==> src/rtl/bridge_route_pkg.sv <==
`timescale 1ns/1ps
package bridge_route_pkg;

  parameter int unsigned QUEUE_DEPTH = 4;
  localparam int unsigned QPTR_W = (QUEUE_DEPTH > 1) ? $clog2(QUEUE_DEPTH) : 1;
  localparam int unsigned QCNT_W = $clog2(QUEUE_DEPTH + 1);

  localparam int unsigned IO_DECODE_W = 10;
  localparam logic [IO_DECODE_W-1:0] MONO_PORT_LO  = 10'h3B0;
  localparam logic [IO_DECODE_W-1:0] MONO_PORT_HI  = 10'h3BB;
  localparam logic [IO_DECODE_W-1:0] COLOR_PORT_LO = 10'h3C0;
  localparam logic [IO_DECODE_W-1:0] COLOR_PORT_HI = 10'h3DF;
  localparam logic [IO_DECODE_W-1:0] PINNED_HUB_PORT = 10'h3BF;

  localparam logic [19:0] DISP_MEM_LO = 20'hA0000;
  localparam logic [19:0] DISP_MEM_HI = 20'hBFFFF;

  typedef enum logic [2:0] {
    TGT_NONE   = 3'd0,
    TGT_SYSMEM = 3'd1,
    TGT_GFXMEM = 3'd2,
    TGT_IGD    = 3'd3,
    TGT_HUB    = 3'd4
  } target_e;

  typedef enum logic [1:0] {
    SRC_HOST = 2'd0,
    SRC_HUB  = 2'd1,
    SRC_GFX  = 2'd2,
    SRC_RSVD = 2'd3
  } source_e;

  typedef struct packed {
    target_e target;
    logic    accept;
  } route_result_t;

  typedef struct packed {
    logic              push;
    logic              pop;
    logic [QPTR_W-1:0] wrIdx;
    logic [QPTR_W-1:0] rdIdx;
  } route_strobe_t;

endpackage

==> src/rtl/route_flow_ctrl.sv <==
`timescale 1ns/1ps
module route_flow_ctrl
  import bridge_route_pkg::*;
(
  input  logic          clk,
  input  logic          rstN,
  input  logic          reqValid,
  input  logic          rspReady,
  output logic          reqReady,
  output logic          rspValid,
  output route_strobe_t stb
);

  localparam logic [QCNT_W-1:0] FULL_CNT = QCNT_W'(QUEUE_DEPTH);
  localparam logic [QPTR_W-1:0] LAST_IDX = QPTR_W'(QUEUE_DEPTH - 1);

  logic [QCNT_W-1:0] pendCnt;
  logic [QPTR_W-1:0] wrPtr;
  logic [QPTR_W-1:0] rdPtr;
  logic              takeReq;
  logic              giveRsp;

  assign reqReady = (pendCnt != FULL_CNT);
  assign rspValid = (pendCnt != '0);
  assign takeReq  = reqValid && reqReady;
  assign giveRsp  = rspValid && rspReady;

  always_comb begin
    stb.push  = takeReq;
    stb.pop   = giveRsp;
    stb.wrIdx = wrPtr;
    stb.rdIdx = rdPtr;
  end

  always_ff @(posedge clk or negedge rstN) begin
    if (!rstN) begin
      wrPtr <= '0;
    end else if (takeReq) begin
      wrPtr <= (wrPtr == LAST_IDX) ? '0 : wrPtr + 1'b1;
    end
  end

  always_ff @(posedge clk or negedge rstN) begin
    if (!rstN) begin
      rdPtr <= '0;
    end else if (giveRsp) begin
      rdPtr <= (rdPtr == LAST_IDX) ? '0 : rdPtr + 1'b1;
    end
  end

  always_ff @(posedge clk or negedge rstN) begin
    if (!rstN) begin
      pendCnt <= '0;
    end else begin
      unique case ({takeReq, giveRsp})
        2'b10:   pendCnt <= pendCnt + 1'b1;
        2'b01:   pendCnt <= pendCnt - 1'b1;
        default: pendCnt <= pendCnt;
      endcase
    end
  end

  AST_NO_OVERFLOW: assert property (@(posedge clk) disable iff (!rstN)
    pendCnt <= FULL_CNT);

  AST_FULL_STALLS: assert property (@(posedge clk) disable iff (!rstN)
    (pendCnt == FULL_CNT && !rspReady) |=> (pendCnt == FULL_CNT && !reqReady));

  AST_RESULT_NEXT_CYCLE: assert property (@(posedge clk) disable iff (!rstN)
    takeReq |=> rspValid);

  AST_PTR_SPACING: assert property (@(posedge clk) disable iff (!rstN)
    (pendCnt == '0) |-> (wrPtr == rdPtr));

endmodule

==> src/rtl/route_decode_dp.sv <==
`timescale 1ns/1ps
module route_decode_dp
  import bridge_route_pkg::*;
#(
  parameter int unsigned ADDR_W = 32
) (
  input  logic              clk,
  input  logic              rstN,
  input  route_strobe_t     stb,
  input  logic [1:0]        reqSrc,
  input  logic              reqIsIo,
  input  logic [ADDR_W-1:0] reqAddr,
  input  logic              cfgVgaToGfx,
  input  logic [ADDR_W-1:0] cfgTopOfMem,
  input  logic [ADDR_W-1:0] cfgApBase,
  input  logic [ADDR_W-1:0] cfgApLimit,
  output target_e           rspTarget,
  output logic              rspAccept
);

  localparam logic [ADDR_W-1:0] WIN_LO = ADDR_W'(DISP_MEM_LO);
  localparam logic [ADDR_W-1:0] WIN_HI = ADDR_W'(DISP_MEM_HI);

  logic [IO_DECODE_W-1:0] portLow;
  logic          portInDisp;
  logic          portPinned;
  logic          memInDisp;
  logic          memInSys;
  logic          memInAper;
  target_e       dispTarget;
  target_e       mapTarget;
  logic          claim;
  source_e       srcKind;
  route_result_t decRes;
  route_result_t slotQ [QUEUE_DEPTH];

  assign srcKind = source_e'(reqSrc);
  assign portLow = reqAddr[IO_DECODE_W-1:0];

  // Port match on the low ten bits only, so aliases above bit 9 all hit.
  always_comb begin
    portPinned = (portLow == PINNED_HUB_PORT);
    portInDisp = ((portLow >= MONO_PORT_LO) && (portLow <= MONO_PORT_HI)) ||
                 ((portLow >= COLOR_PORT_LO) && (portLow <= COLOR_PORT_HI));
  end

  always_comb begin
    memInDisp = (reqAddr >= WIN_LO) && (reqAddr <= WIN_HI);
    memInSys  = (reqAddr < cfgTopOfMem);
    memInAper = (reqAddr >= cfgApBase) && (reqAddr <= cfgApLimit);
  end

  assign dispTarget = cfgVgaToGfx ? TGT_IGD : TGT_HUB;

  // One map shared by every source.
  always_comb begin
    if (reqIsIo) begin
      if (portPinned)      mapTarget = TGT_HUB;
      else if (portInDisp) mapTarget = dispTarget;
      else                 mapTarget = TGT_HUB;
    end else begin
      if (memInDisp)       mapTarget = dispTarget;
      else if (memInSys)   mapTarget = TGT_SYSMEM;
      else if (memInAper)  mapTarget = TGT_GFXMEM;
      else                 mapTarget = TGT_HUB;
    end
  end

  // Source filter on top of the map.
  always_comb begin
    unique case (srcKind)
      SRC_HOST, SRC_GFX: claim = 1'b1;
      SRC_HUB:           claim = !reqIsIo &&
                                 ((mapTarget == TGT_SYSMEM) ||
                                  (mapTarget == TGT_GFXMEM) ||
                                  (mapTarget == TGT_IGD));
      default:           claim = 1'b0;
    endcase
    decRes.accept = claim;
    decRes.target = claim ? mapTarget : TGT_NONE;
  end

  always_ff @(posedge clk or negedge rstN) begin
    if (!rstN) begin
      for (int i = 0; i < QUEUE_DEPTH; i++) begin
        slotQ[i] <= '{target: TGT_NONE, accept: 1'b0};
      end
    end else if (stb.push) begin
      slotQ[stb.wrIdx] <= decRes;
    end
  end

  assign rspTarget = slotQ[stb.rdIdx].target;
  assign rspAccept = slotQ[stb.rdIdx].accept;

  AST_HUB_IO_REJECT: assert property (@(posedge clk) disable iff (!rstN)
    (stb.push && reqIsIo && srcKind == SRC_HUB) |-> (!decRes.accept && decRes.target == TGT_NONE));

  AST_PINNED_PORT_HUB: assert property (@(posedge clk) disable iff (!rstN)
    (stb.push && reqIsIo && portPinned && (srcKind == SRC_HOST || srcKind == SRC_GFX))
      |-> (decRes.accept && decRes.target == TGT_HUB));

  AST_RSVD_REJECT: assert property (@(posedge clk) disable iff (!rstN)
    (stb.push && srcKind == SRC_RSVD) |-> !decRes.accept);

  AST_HUB_MEM_CLAIM: assert property (@(posedge clk) disable iff (!rstN)
    (stb.push && !reqIsIo && srcKind == SRC_HUB && decRes.accept)
      |-> (decRes.target != TGT_HUB && decRes.target != TGT_NONE));

endmodule

==> src/rtl/bridge_addr_router.sv <==
`timescale 1ns/1ps
module bridge_addr_router
  import bridge_route_pkg::*;
#(
  parameter int unsigned ADDR_W = 32
) (
  input  logic              clk,
  input  logic              rstN,
  input  logic              reqValid,
  output logic              reqReady,
  input  logic [1:0]        reqSrc,
  input  logic              reqIsIo,
  input  logic [ADDR_W-1:0] reqAddr,
  input  logic              cfgVgaToGfx,
  input  logic [ADDR_W-1:0] cfgTopOfMem,
  input  logic [ADDR_W-1:0] cfgApBase,
  input  logic [ADDR_W-1:0] cfgApLimit,
  output logic              rspValid,
  input  logic              rspReady,
  output logic [2:0]        rspTarget,
  output logic              rspAccept
);

  route_strobe_t stb;
  target_e       headTarget;

  route_flow_ctrl uCtrl (
    .clk      (clk),
    .rstN     (rstN),
    .reqValid (reqValid),
    .rspReady (rspReady),
    .reqReady (reqReady),
    .rspValid (rspValid),
    .stb      (stb)
  );

  route_decode_dp #(.ADDR_W(ADDR_W)) uDp (
    .clk         (clk),
    .rstN        (rstN),
    .stb         (stb),
    .reqSrc      (reqSrc),
    .reqIsIo     (reqIsIo),
    .reqAddr     (reqAddr),
    .cfgVgaToGfx (cfgVgaToGfx),
    .cfgTopOfMem (cfgTopOfMem),
    .cfgApBase   (cfgApBase),
    .cfgApLimit  (cfgApLimit),
    .rspTarget   (headTarget),
    .rspAccept   (rspAccept)
  );

  assign rspTarget = headTarget;

  AST_RSP_HELD: assert property (@(posedge clk) disable iff (!rstN)
    (rspValid && !rspReady) |=> (rspValid && $stable(rspTarget) && $stable(rspAccept)));

  AST_REJECT_NONE: assert property (@(posedge clk) disable iff (!rstN)
    (rspValid && !rspAccept) |-> (rspTarget == 3'd0));

endmodule

==> config.mk <==
export PLATFORM = sky130hd
export DESIGN_NAME = bridge_addr_router
export DESIGN_NICKNAME = d
export VERILOG_FILES = /design/src/rtl/bridge_route_pkg.sv /design/src/rtl/route_flow_ctrl.sv /design/src/rtl/route_decode_dp.sv /design/src/rtl/bridge_addr_router.sv
export SDC_FILE = /design/constraint.sdc
export NUM_CORES = 1
export LEC_CHECK = 0
export ABC_AREA = 1
export CAP_MARGIN = 20
export CORE_MARGIN = 5
export CORE_UTILIZATION = 55
export CTS_BUF_LIST = sky130_fd_sc_hd__clkbuf_8
export DETAILED_ROUTE_END_ITERATION = 6
export DONT_BUFFER_PORTS = 1
export HOLD_SLACK_MARGIN = 0.06
export PLACE_DENSITY = 0.84
export SYNTH_ARGS = -nofsm -noshare
export SYNTH_HDL_FRONTEND = slang
export SYNTH_HIERARCHICAL = 1
export SYNTH_SLANG_ARGS = --single-unit
==> constraint.sdc <==
create_clock -name clk -period 1.65 [get_ports clk]
set_clock_uncertainty 0.15 [all_clocks]
set_input_delay 0.165 -clock clk [delete_from_list [all_inputs] [get_ports clk]]
set_output_delay 0.165 -clock clk [all_outputs]
set_load 0.1 [all_outputs]
==> summary.txt <==
STA
  • Hold Slack: -104 ps
  • Worst Tran Pin Value: 608 ps
  • Slew Limit Fails: 0
  • Slew HR: between 50% and 60%
  • F_max: about 570 MHz
  • Min Clock Period, post-route: 1760 ps
  • Setup violations, final: 14
  • RSZ-0062 raised after global routing: true
  • Final hold violations: 2
  • Post-route setup slack: -106 ps
  • Final Cycle Share: 106%

Placed design
  • Dpl hpwl: 8780 um
  • GP Congestion: 0.912
  • IO Port Bufs: 0
  • Placed cell count: 695
  • Post-DP Area: 0.00457 mm^2

Final layout
  • Commonest non-fill, non-tap cell in the layout: nand2_1
  • Number of fill cells: 408
  • Final cell count without fillers: 723
  • P&R area growth vs syn: 41.6%
  • Fin area: 0.00545 mm^2
  • Final net count: 863
  • Area of the multi-input gates: 0.00367 mm^2
  • Layout cells sized above 1: 36.2%
  • Commonest non-fill, non-tap cells in the layout: 112 x nand2_1, 95 x inv_1, 64 x ha_1
  • Util after Layout: 80.3%
  • FF/Latch Area: 578 um^2
  • N_diodes: 0

Floorplan
  • Initial Util: a little under three fifths
  • Num rows: 30
  • Core box area: a little under 0.007 mm^2
  • Die Span Y: between 90 and 100 um
  • Die width: 93.7 um
  • Die area: roughly 0.0088 mm^2
  • Ports: roughly 140

Setup path
  • Worst path cell trace: inv_2 -> nand3_4 -> nand2_4 -> ha_4 -> inv_4 -> fa_2 -> nand2_2 -> nand3_2 -> nand2_1 -> nand2_1
  • CP max-delay cell: dfrtp_1
  • Reg-to-reg startpoint: uCtrl/pendCnt[1]$_DFFE_PN0P_
  • R2R depth: 10
  • Worst path top cell family by delay: adder cells
  • Critical Path Start: uCtrl/pendCnt[1]$_DFFE_PN0P_
  • CP required: 1660 ps
  • Worst setup EP type: flip-flop
  • RR Endpoint: uCtrl/pendCnt[2]$_DFFE_PN0P_
  • Nature of the critical path startpoint: flip-flop
  • Maximum fanout along the worst path: 3
  • Buf/Inv on CP: 2
  • Crit path depth: 10
  • Most used cell, CP: nand2_1
  • Critical path destination: uCtrl/pendCnt[2]$_DFFE_PN0P_
  • Register-to-register setup slack: -110 ps
  • Critical path type: flip-flop to flip-flop
  • Arrival @ worst endpoint: between 1500 and 2000 ps
  • CP peak stage delay: between 300 and 400 ps

CTS
  • CTS tree: built
  • Clock Root Buffer: clkbuf_8
  • Worst-Skew Late Latency: 260 ps
  • H-tree Lvls: 1
  • CTS sink cnt: 23
  • CTS clock-pin slew for the worst setup and hold paths: 80 ps
  • Total CTS buffers: 3
  • Clock buffer depth: 2

Run status
  • Failing checks: negative hold slack, negative setup slack
  • Status: finished with violations

Power
  • Fraction of power consumed by sequential logic: 20.2%
  • Sw Pwr: 0.00290 W
  • Worst VDD drop: 609 uV
  • Power after layout: 0.00554 W
  • Internal: 0.00264 W
  • Power per cell area: 1020 mW/mm^2
  • P_leak: 2.78 nW
  • Clock power frac: roughly 6.2%
  • Share of total power in combinational logic: 73.6%
  • Switching fraction of total power: 52.3%

Min path
  • Hold_sp: reqValid
  • WHS Path Cells: 2
  • Min-Delay Path Class: input port to flip-flop

Global route
  • Total track usage: about a quarter
  • Overflow after GRT: 0
  • First-pass GRT wire length: around 18000 um
  • Vias in the first global route: 4098
  • Largest net degree at the start of global routing: 24
  • Initial antenna violation count: 0

Drt
  • ANT nets after route: 0
  • Vias: 4004
  • DRC viols: 0
  • Vias per inst: 5.54
  • Pre-antenna DRT Iters: 4
  • Drt wl/cell: between 15 and 20 um
  • DR iter-0 viols: 140
  • Final WL: 11600 um

Synth
  • Syn_area_per_cell: between 6 and 7 um^2
  • Syn Nets: about 810
  • Synthesized area: between 0.003 and 0.004 mm^2
  • Post-Syn Instances: 579
  • Synth Warn #: 6

Flow run
  • Max_cap viols: 0
## flip-flops by register name, indices dropped and copies added, names as in the netlist
name	count
uCtrl/pendCnt	3
uCtrl/rdPtr	2
uCtrl/wrPtr	2
uDp/slotQ	16
## layout make-up
cell class,instances,share of cell area [%]
multi-input cells,418,67.3
inverters,137,11.0
flip-flops and latches,23,10.6
repair buffers,45,7.99
well taps,96,2.20
clock buffers,3,0.757
clock inverters,1,0.0688
## power by group through the flow
stage	logic [W]	clock network, W	registers (W)
final	0.00408	0.000345	0.00112
after global routing	0.00438	0.000371	0.00115
after CTS	0.00368	0.000352	0.00107
after detailed placement	0.00334	0	0.00107
after global placement	0.00323	0	0.00105
after floorplan	0.00249	0	0.00100
## worst min path at each step
| stage | slack, ps | end |
|---|---|---|
| 6_report | -100 | uCtrl/wrPtr[0]$_DFFE_PN0P_ |
| 5_1_grt | -110 | uCtrl/wrPtr[0]$_DFFE_PN0P_ |
| 4_1_cts | -110 | uCtrl/wrPtr[0]$_DFFE_PN0P_ |
| 3_5_place_dp | -280 | uDp/slotQ[15]$_DFFE_PN0P_ |
| 3_3_place_gp | -280 | uDp/slotQ[3]$_DFFE_PN0P_ |
| 2_1_floorplan | -280 | uCtrl/pendCnt[0]$_DFFE_PN0P_ |
## repair_timing
item                                   4_1_cts  5_1_grt
hold buffers                                 4        1
gates cloned                                 1        0
setup endpoints to repair                   21       22
buffers inserted                             9        8
pin swaps                                   44       62
gates resized for setup                     61       89
endpoints found under the hold margin       44        4
## metrics by stage
step                setup TNS [ps]  hold WS [ps]  setup WS [ps]
floorplan                    -2180          -281           -365
global placement             -5180          -280           -356
detailed placement           -5610          -280           -397
CTS                           -159          -114          -59.5
global route                 -2740          -108           -204
finish                        -689          -104           -106
## metal layers
metal  vias to the layer above  wire [um]  GRT usage [%]
li1                       1966          -              -
met1                      1869       4390           27.5
met2                       135       6310           46.3
met3                        34        560           3.29
met4                         0        348           8.42
met5                         -          0              0
(Power assumes the default switching activity.)
